<file path="config.mk">
export PLATFORM = sky130hd
export DESIGN_NAME = loc_arbiter
export DESIGN_NICKNAME = d
export VERILOG_FILES = /design/src/rtl/loc_arb_pkg.sv /design/src/rtl/loc_addr_dec.sv /design/src/rtl/loc_abort_ctl.sv /design/src/rtl/loc_acc_rdmux.sv /design/src/rtl/loc_arbiter.sv
export SDC_FILE = /design/constraint.sdc
export NUM_CORES = 1
export LEC_CHECK = 0
export BUFFER_PORTS_ARGS = -buffer_cell sky130_fd_sc_hd__clkbuf_2
export CAP_MARGIN = 20
export CORE_AREA = 2 2 94 96
export CTS_BUF_LIST = sky130_fd_sc_hd__clkbuf_2 sky130_fd_sc_hd__clkbuf_4 sky130_fd_sc_hd__clkbuf_8
export CTS_CLUSTER_DIAMETER = 30
export DETAILED_ROUTE_END_ITERATION = 12
export DIE_AREA = 0 0 96 98
export PLACE_DENSITY = 0.72
export SLEW_MARGIN = 30
export SYNTH_ARGS = -nofsm -noshare
export SYNTH_HDL_FRONTEND = slang
export SYNTH_HIERARCHICAL = 1
export SYNTH_SLANG_ARGS = --single-unit
</file>
<file path="constraint.sdc">
create_clock -name clk -period 3.6 [get_ports clk]
set_clock_uncertainty 0.2 [all_clocks]
set_input_delay 0.18 -clock clk [delete_from_list [all_inputs] [get_ports clk]]
set_output_delay 0.18 -clock clk [all_outputs]
set_load 0.02 [all_outputs]
</file>
<file path="src/rtl/loc_arb_pkg.sv">
package loc_arb_pkg;
  localparam int unsigned NUM_LOC = 5;
  localparam logic [7:0] NO_LOC = 8'hFF;
  localparam int unsigned B_EST    = 0;
  localparam int unsigned B_REQ    = 1;
  localparam int unsigned B_PEND   = 2;
  localparam int unsigned B_SEIZE  = 3;
  localparam int unsigned B_SEIZED = 4;
  localparam int unsigned B_ACT    = 5;
  localparam int unsigned B_VALID  = 7;

  function automatic logic loc_valid(input logic [7:0] l);
    return l < 8'(NUM_LOC);
  endfunction

  // highest-numbered locality with a request flag, or NO_LOC
  function automatic logic [7:0] top_requester(input logic [NUM_LOC-1:0] req);
    logic [7:0] r;
    r = NO_LOC;
    for (int i = 0; i < NUM_LOC; i++) begin
      if (req[i]) r = 8'(i);
    end
    return r;
  endfunction

  // any flag set strictly above position idx
  function automatic logic flag_above(input logic [NUM_LOC-1:0] v, input logic [7:0] idx);
    logic f;
    f = 1'b0;
    for (int i = 0; i < NUM_LOC; i++) begin
      if (8'(i) > idx && v[i]) f = 1'b1;
    end
    return f;
  endfunction

  // any flag set other than position idx
  function automatic logic flag_other(input logic [NUM_LOC-1:0] v, input logic [7:0] idx);
    logic f;
    f = 1'b0;
    for (int i = 0; i < NUM_LOC; i++) begin
      if (8'(i) != idx && v[i]) f = 1'b1;
    end
    return f;
  endfunction
endpackage

</file>
<file path="src/rtl/loc_addr_dec.sv">
module loc_addr_dec
  import loc_arb_pkg::*;
#(
  parameter int unsigned WIN_SHIFT = 12,
  parameter int unsigned LOC_BITS  = 3,
  localparam int unsigned ADDR_W = WIN_SHIFT + LOC_BITS
) (
  input  logic [ADDR_W-1:0] addr,
  output logic [7:0]        loc_id,
  output logic              acc_hit
);
  always_comb begin
    loc_id  = 8'(addr[ADDR_W-1:WIN_SHIFT]);
    acc_hit = (addr[WIN_SHIFT-1:0] == '0) && loc_valid(loc_id);
  end
endmodule

</file>
<file path="src/rtl/loc_abort_ctl.sv">
module loc_abort_ctl (
  input  logic       clk,
  input  logic       rst_n,
  input  logic       start,
  input  logic [7:0] start_from,
  input  logic [7:0] start_to,
  input  logic       done_in,
  output logic       busy,
  output logic       commit,
  output logic       abort_req,
  output logic [7:0] abort_from,
  output logic [7:0] abort_to
);
  import loc_arb_pkg::*;

  assign commit = busy && done_in;

  always_ff @(posedge clk) begin
    if (!rst_n) begin
      busy       <= 1'b0;
      abort_req  <= 1'b0;
      abort_from <= NO_LOC;
      abort_to   <= NO_LOC;
    end else begin
      abort_req <= 1'b0;
      if (commit) begin
        busy <= 1'b0;
      end else if (start && !busy) begin
        busy       <= 1'b1;
        abort_req  <= 1'b1;
        abort_from <= start_from;
        abort_to   <= start_to;
      end
    end
  end
endmodule

</file>
<file path="src/rtl/loc_acc_rdmux.sv">
module loc_acc_rdmux
  import loc_arb_pkg::*;
(
  input  logic               acc_hit,
  input  logic [7:0]         loc_id,
  input  logic [7:0]         owner,
  input  logic [NUM_LOC-1:0] req,
  input  logic [NUM_LOC-1:0] seized,
  input  logic               established,
  output logic [7:0]         rdata
);
  logic [2:0] li;
  assign li = loc_id[2:0];

  always_comb begin
    rdata = 8'hFF;
    if (acc_hit) begin
      rdata           = 8'h00;
      rdata[B_VALID]  = 1'b1;
      rdata[B_ACT]    = (owner == loc_id);
      rdata[B_SEIZED] = seized[li];
      rdata[B_PEND]   = flag_other(req, loc_id);
      rdata[B_REQ]    = req[li];
      rdata[B_EST]    = !established;
    end
  end
endmodule

</file>
<file path="src/rtl/loc_arbiter.sv">
module loc_arbiter
  import loc_arb_pkg::*;
#(
  parameter int unsigned WIN_SHIFT = 12,
  parameter int unsigned LOC_BITS  = 3,
  parameter logic [7:0]  LOCK_LOC  = 8'd4,
  localparam int unsigned ADDR_W = WIN_SHIFT + LOC_BITS
) (
  input  logic              clk,
  input  logic              rst_n,
  input  logic              wr_en,
  input  logic [ADDR_W-1:0] addr,
  input  logic [7:0]        wdata,
  input  logic              established,
  output logic [7:0]        rdata,
  output logic              abort_req,
  output logic [7:0]        abort_from,
  output logic [7:0]        abort_to,
  input  logic              abort_done,
  output logic [7:0]        active_loc,
  output logic              loc_chg
);
  logic [7:0]         loc_id;
  logic               acc_hit;
  logic               wr_ok;
  logic               busy;
  logic               commit;
  logic [NUM_LOC-1:0] req_q, req_n;
  logic [NUM_LOC-1:0] seize_q, seize_n;
  logic [NUM_LOC-1:0] seized_q, seized_n;
  logic [7:0]         act_q, act_n;
  logic               chg_n;
  logic               start;
  logic [7:0]         s_from, s_to;
  logic               do_grant;
  logic [7:0]         grant;
  logic [7:0]         w;
  logic [7:0]         nxt;
  logic [2:0]         li;
  logic               unused_wbits;

  assign unused_wbits = ^{wdata[7:6], wdata[B_PEND], wdata[B_EST]};

  loc_addr_dec #(.WIN_SHIFT(WIN_SHIFT), .LOC_BITS(LOC_BITS)) u_dec (
    .addr    (addr),
    .loc_id  (loc_id),
    .acc_hit (acc_hit)
  );

  assign wr_ok = wr_en && acc_hit && (loc_id != LOCK_LOC);
  assign li    = loc_id[2:0];

  loc_abort_ctl u_abort (
    .clk        (clk),
    .rst_n      (rst_n),
    .start      (start),
    .start_from (s_from),
    .start_to   (s_to),
    .done_in    (abort_done),
    .busy       (busy),
    .commit     (commit),
    .abort_req  (abort_req),
    .abort_from (abort_from),
    .abort_to   (abort_to)
  );

  always_comb begin
    req_n    = req_q;
    seize_n  = seize_q;
    seized_n = seized_q;
    act_n    = act_q;
    start    = 1'b0;
    s_from   = NO_LOC;
    s_to     = NO_LOC;
    do_grant = 1'b0;
    grant    = NO_LOC;
    nxt      = NO_LOC;
    w        = wdata;
    if (w[B_SEIZE]) begin
      w[B_REQ] = 1'b0;
      w[B_ACT] = 1'b0;
    end
    if (wr_ok) begin
      if (w[B_SEIZED]) seized_n[li] = 1'b0;
      if (!busy) begin
        if (w[B_ACT]) begin
          if (act_q == loc_id) begin
            nxt = top_requester(req_q);
            if (loc_valid(nxt)) begin
              start  = 1'b1;
              s_from = loc_id;
              s_to   = nxt;
            end else begin
              do_grant = 1'b1;
              grant    = NO_LOC;
            end
          end else begin
            req_n[li] = 1'b0;
          end
        end
        if (w[B_SEIZE]) begin
          if ((!loc_valid(act_q) || loc_id > act_q) && !seize_q[li] &&
              !flag_above(seize_q, loc_id)) begin
            for (int i = 0; i < NUM_LOC; i++) begin
              if (8'(i) < loc_id) seize_n[i] = 1'b0;
            end
            seize_n[li] = 1'b1;
            start  = 1'b1;
            s_from = act_q;
            s_to   = loc_id;
          end
        end
        if (w[B_REQ] && act_q != loc_id) begin
          if (loc_valid(act_q)) begin
            req_n[li] = 1'b1;
          end else begin
            do_grant = 1'b1;
            grant    = loc_id;
          end
        end
      end
    end
    if (commit) begin
      do_grant = 1'b1;
      grant    = abort_to;
    end
    if (do_grant && grant != act_q && loc_valid(act_q)) begin
      if (loc_valid(grant) && seize_n[grant[2:0]]) seized_n[act_q[2:0]] = 1'b1;
      else req_n[act_q[2:0]] = 1'b0;
    end
    if (do_grant) begin
      act_n = grant;
      if (loc_valid(grant)) begin
        req_n[grant[2:0]]   = 1'b0;
        seize_n[grant[2:0]] = 1'b0;
      end
    end
    chg_n = do_grant && (grant != act_q) && loc_valid(grant);
  end

  always_ff @(posedge clk) begin
    if (!rst_n) begin
      req_q    <= '0;
      seize_q  <= '0;
      seized_q <= '0;
      act_q    <= NO_LOC;
      loc_chg  <= 1'b0;
    end else begin
      req_q    <= req_n;
      seize_q  <= seize_n;
      seized_q <= seized_n;
      act_q    <= act_n;
      loc_chg  <= chg_n;
    end
  end

  assign active_loc = act_q;

  loc_acc_rdmux u_rd (
    .acc_hit     (acc_hit),
    .loc_id      (loc_id),
    .owner       (act_q),
    .req         (req_q),
    .seized      (seized_q),
    .established (established),
    .rdata       (rdata)
  );
endmodule

</file>
==> out/results.txt <==
status: completed
Total Nets Final: 548
antenna cell count: 0
CP Cell Sequence: inv_1, ha_1, nand4_1, o21ai_1, o31ai_2, buf_4, nand2_1, a222oi_1, o211ai_2, nand3_1, nor2_1, a311oi_1
dpl ws: 0.3558 ns
largest net degree at the start of global routing: 43
Max IR drop VDD: 0.0001164 V
syn_area_per_cell: 7.714 µm²
top_reg_cell synth: dfxtp_1
sw power: 245.8 µW
DR vias: 3712
CP max stage delay: 0.46 ns
I/O pin total: 62
Final Max Tran Viols: 0
total congestion overflow: 0
core area: 8466 µm²
CTS max path bufs: 2
vias per inst: 5.977
# rows: 34
Num CTS Buffers: 5
Clock power frac: 36.5%
CTS tree: yes
clock-pin slew on the worst setup and hold paths: 0.08 ns
leakage power: 1.634 nW
Post-synth EDFFs: 0
unrepaired setup endpoints after global routing: false
Iter 0 DRT Violations: 397
Setup TNS: 0 ns
Post-CTS Setup Inserts: 0
share of cells above drive strength 1: 23.98%
crit path capture type: flop
Hold Path Class: in -> reg
routability congestion estimate: 0.9520
Worst Path Arrival: 3.31 ns
Rel. slew slack: 61.96%
Async S/R FF share, synth: 0%
critical path type: reg -> reg
H-tree levels: 2
Die Y: 98 µm
full die area: 9408 µm²
drt pass-1 iters: 6
starting density of the core: 41.28%
hold buffer count at CTS: 0
clock insertion delay at the later pin of the skew report: 0.30 ns
Sink Count: 42
Synth Register Bits: 42
port buffer count: 56
Avg WL per Cell: 17.25 µm
HPWL Detailed: 8.101 mm
crit-path max FO: 8
Fmax achieved: 302.2 MHz
Post-Syn Area: 3495 µm²
synthesized instance count: 453
CP Data Required Time: 3.60 ns
post-route minimum period: 3.309 ns
final setup margin: 0.2910 ns
Gates resized, CTS repair: 0
YS warnings: 6
Logic pwr share: 12.7%
root buffer cell: clkbuf_8
Worst Tran Pin Value: 0.5658 ns
Syn-to-layout area delta: 14.75%
Slowest-stage cell, CP: a222oi_1
Final period util: 91.92%
DIE WIDTH: 96 µm
switch share: 26.91%
global-route wire length before repair: 17.48 mm
number of global-route vias before repair: 3568
CP startpoint kind: flop
Hold Fails Final Rpt: 0
MaxCap Viol Count: 0
All-Layer GR Usage: 23.35%
Yosys cell types: 66
Seq/Total Area, Yosys: 24.06%
Seq pwr share: 50.8%
WL final: 10.71 mm
antenna viol nets, final: 0
Finish-stage setup viols: 0
Internal Power: 667.5 µW
Pwr per Cell Area: 227.7 nW/µm²
DRC viols: 0
initial antenna violation count: 0
## registers in the layout (all words and copies together), names as in the netlist
register / count
active_loc: 8
u_abort/abort_from: 8
u_abort/abort_to: 8
req_q: 5
seize_q: 5
seized_q: 5
loc_chg: 1
u_abort/abort_req: 1
u_abort/busy: 1
## cell usage in the layout, fill, tap and decap left out, drive strengths merged, types with 7 or more instances in the layout
cell type,count
nor2b,14
o31ai,14
o21ai,28
nand4,7
nand2,60
nand3b,16
inv,33
xnor2,8
nor3,12
dfxtp,42
o211ai,33
ha,8
nand2b,9
buf,27
a21oi,24
mux2i,11
nor2,23
nand3,9
clkbuf,63
## cell usage after synthesis, drive strengths merged, types with 2 or more instances
cell type,n,area (µm²)
nand2,60,225.2
dfxtp,42,840.8
inv,33,123.9
o211ai,33,321.5
o21ai,28,140.1
buf,26,201.4
a21oi,24,123.9
nor2,23,88.84
nand3b,16,120.1
nor2b,14,95.09
o31ai,14,123.9
nor3,12,82.58
mux2i,11,110.1
clkbuf,9,35.03
nand2b,9,56.30
nand3,9,45.04
ha,8,100.1
xnor2,8,70.07
nand4,7,43.79
nor4,6,37.54
and2,5,31.28
o22ai,5,31.28
a311oi,4,41.29
and4,4,35.03
a22oi,3,22.52
a31oi,3,18.77
and3,3,18.77
o21a,3,22.52
o31a,3,26.28
or4,3,30.03
a222oi,2,20.02
a41oi,2,17.52
conb,2,7.510
mux2,2,22.52
o22a,2,17.52
or2,2,12.52
## cell type report
cell class | instances | area (µm²)
Multi-Input combinational cell | 347 | 2312
Fill cell | 839 | 4456
Clock inverter | 1 | 5.005
Tap cell | 108 | 135.1
Sequential cell | 42 | 840.8
Inverter | 33 | 123.9
Timing Repair Buffer | 83 | 503.0
Clock buffer | 7 | 90.09
## worst max-delay path: cells and delay by family, from the launching register on
| family | cells | cell delay, ns |
|---|---|---|
| simple gates | 4 | 0.49 |
| fa+ha+maj | 1 | 0.35 |
| flops | 1 | 0.33 |
| compound gates | 5 | 1.54 |
| buf+inv | 2 | 0.30 |
## worst paths after layout
check | cells past startpoint | slack, ns | to | start
min reg2reg | 2 | 0.27 | seized_q[0]$_SDFF_PN0_ | seized_q[0]$_SDFF_PN0_
max reg2reg | 12 | 0.29 | req_q[1]$_SDFF_PN0_ | active_loc[3]$_SDFFE_PN1N_
max | 12 | 0.29 | req_q[1]$_SDFF_PN0_ | active_loc[3]$_SDFFE_PN1N_
min | 3 | 0.08 | u_abort/busy$_SDFFE_PP0P_ | abort_done
## power groups by stage
stage | Clock [mW] | Combinational, mW | Sequential, mW
5_1_grt | 0.352 | 0.127 | 0.464
6_report | 0.333 | 0.116 | 0.464
2_1_floorplan | 0 | 0.0824 | 0.475
4_1_cts | 0.334 | 0.107 | 0.464
3_3_place_gp | 0 | 0.105 | 0.475
3_5_place_dp | 0 | 0.107 | 0.475
## through the flow
step	hold slack [ns]	total power, mW	cell area [µm²]	util [%]	instances
CTS	0.08695	0.9055	3983	47.04	620
finish	0.08183	0.9133	4010	47.37	621
global placement	0.2586	0.5802	3887	45.92	612
global route	0.09241	0.9428	4010	47.37	621
detailed placement	0.2636	0.5820	3887	45.92	612
floorplan	0.1339	0.5574	3510	-	457
## cell families after synthesis
group,after synthesis,share of synthesized area [%]
multiplexers,13,3.795
AND/OR/NAND/NOR,177,27.53
flip-flops,42,24.06
XOR/XNOR,8,2.005
AO/OA/AOI/OAI,135,29.22
other,2,0.2149
buffers and inverters,68,10.31
adder cells (fa/ha/maj),8,2.864
## metal layers
metal	track usage (%)	routed length [µm]	up-vias
li1	-	-	1766
met1	32.30	4571	1703
met2	36.75	4878	210
met3	2.546	932	33
met4	9.451	330	0
met5	0	0	-
(Power assumes the default switching activity.)
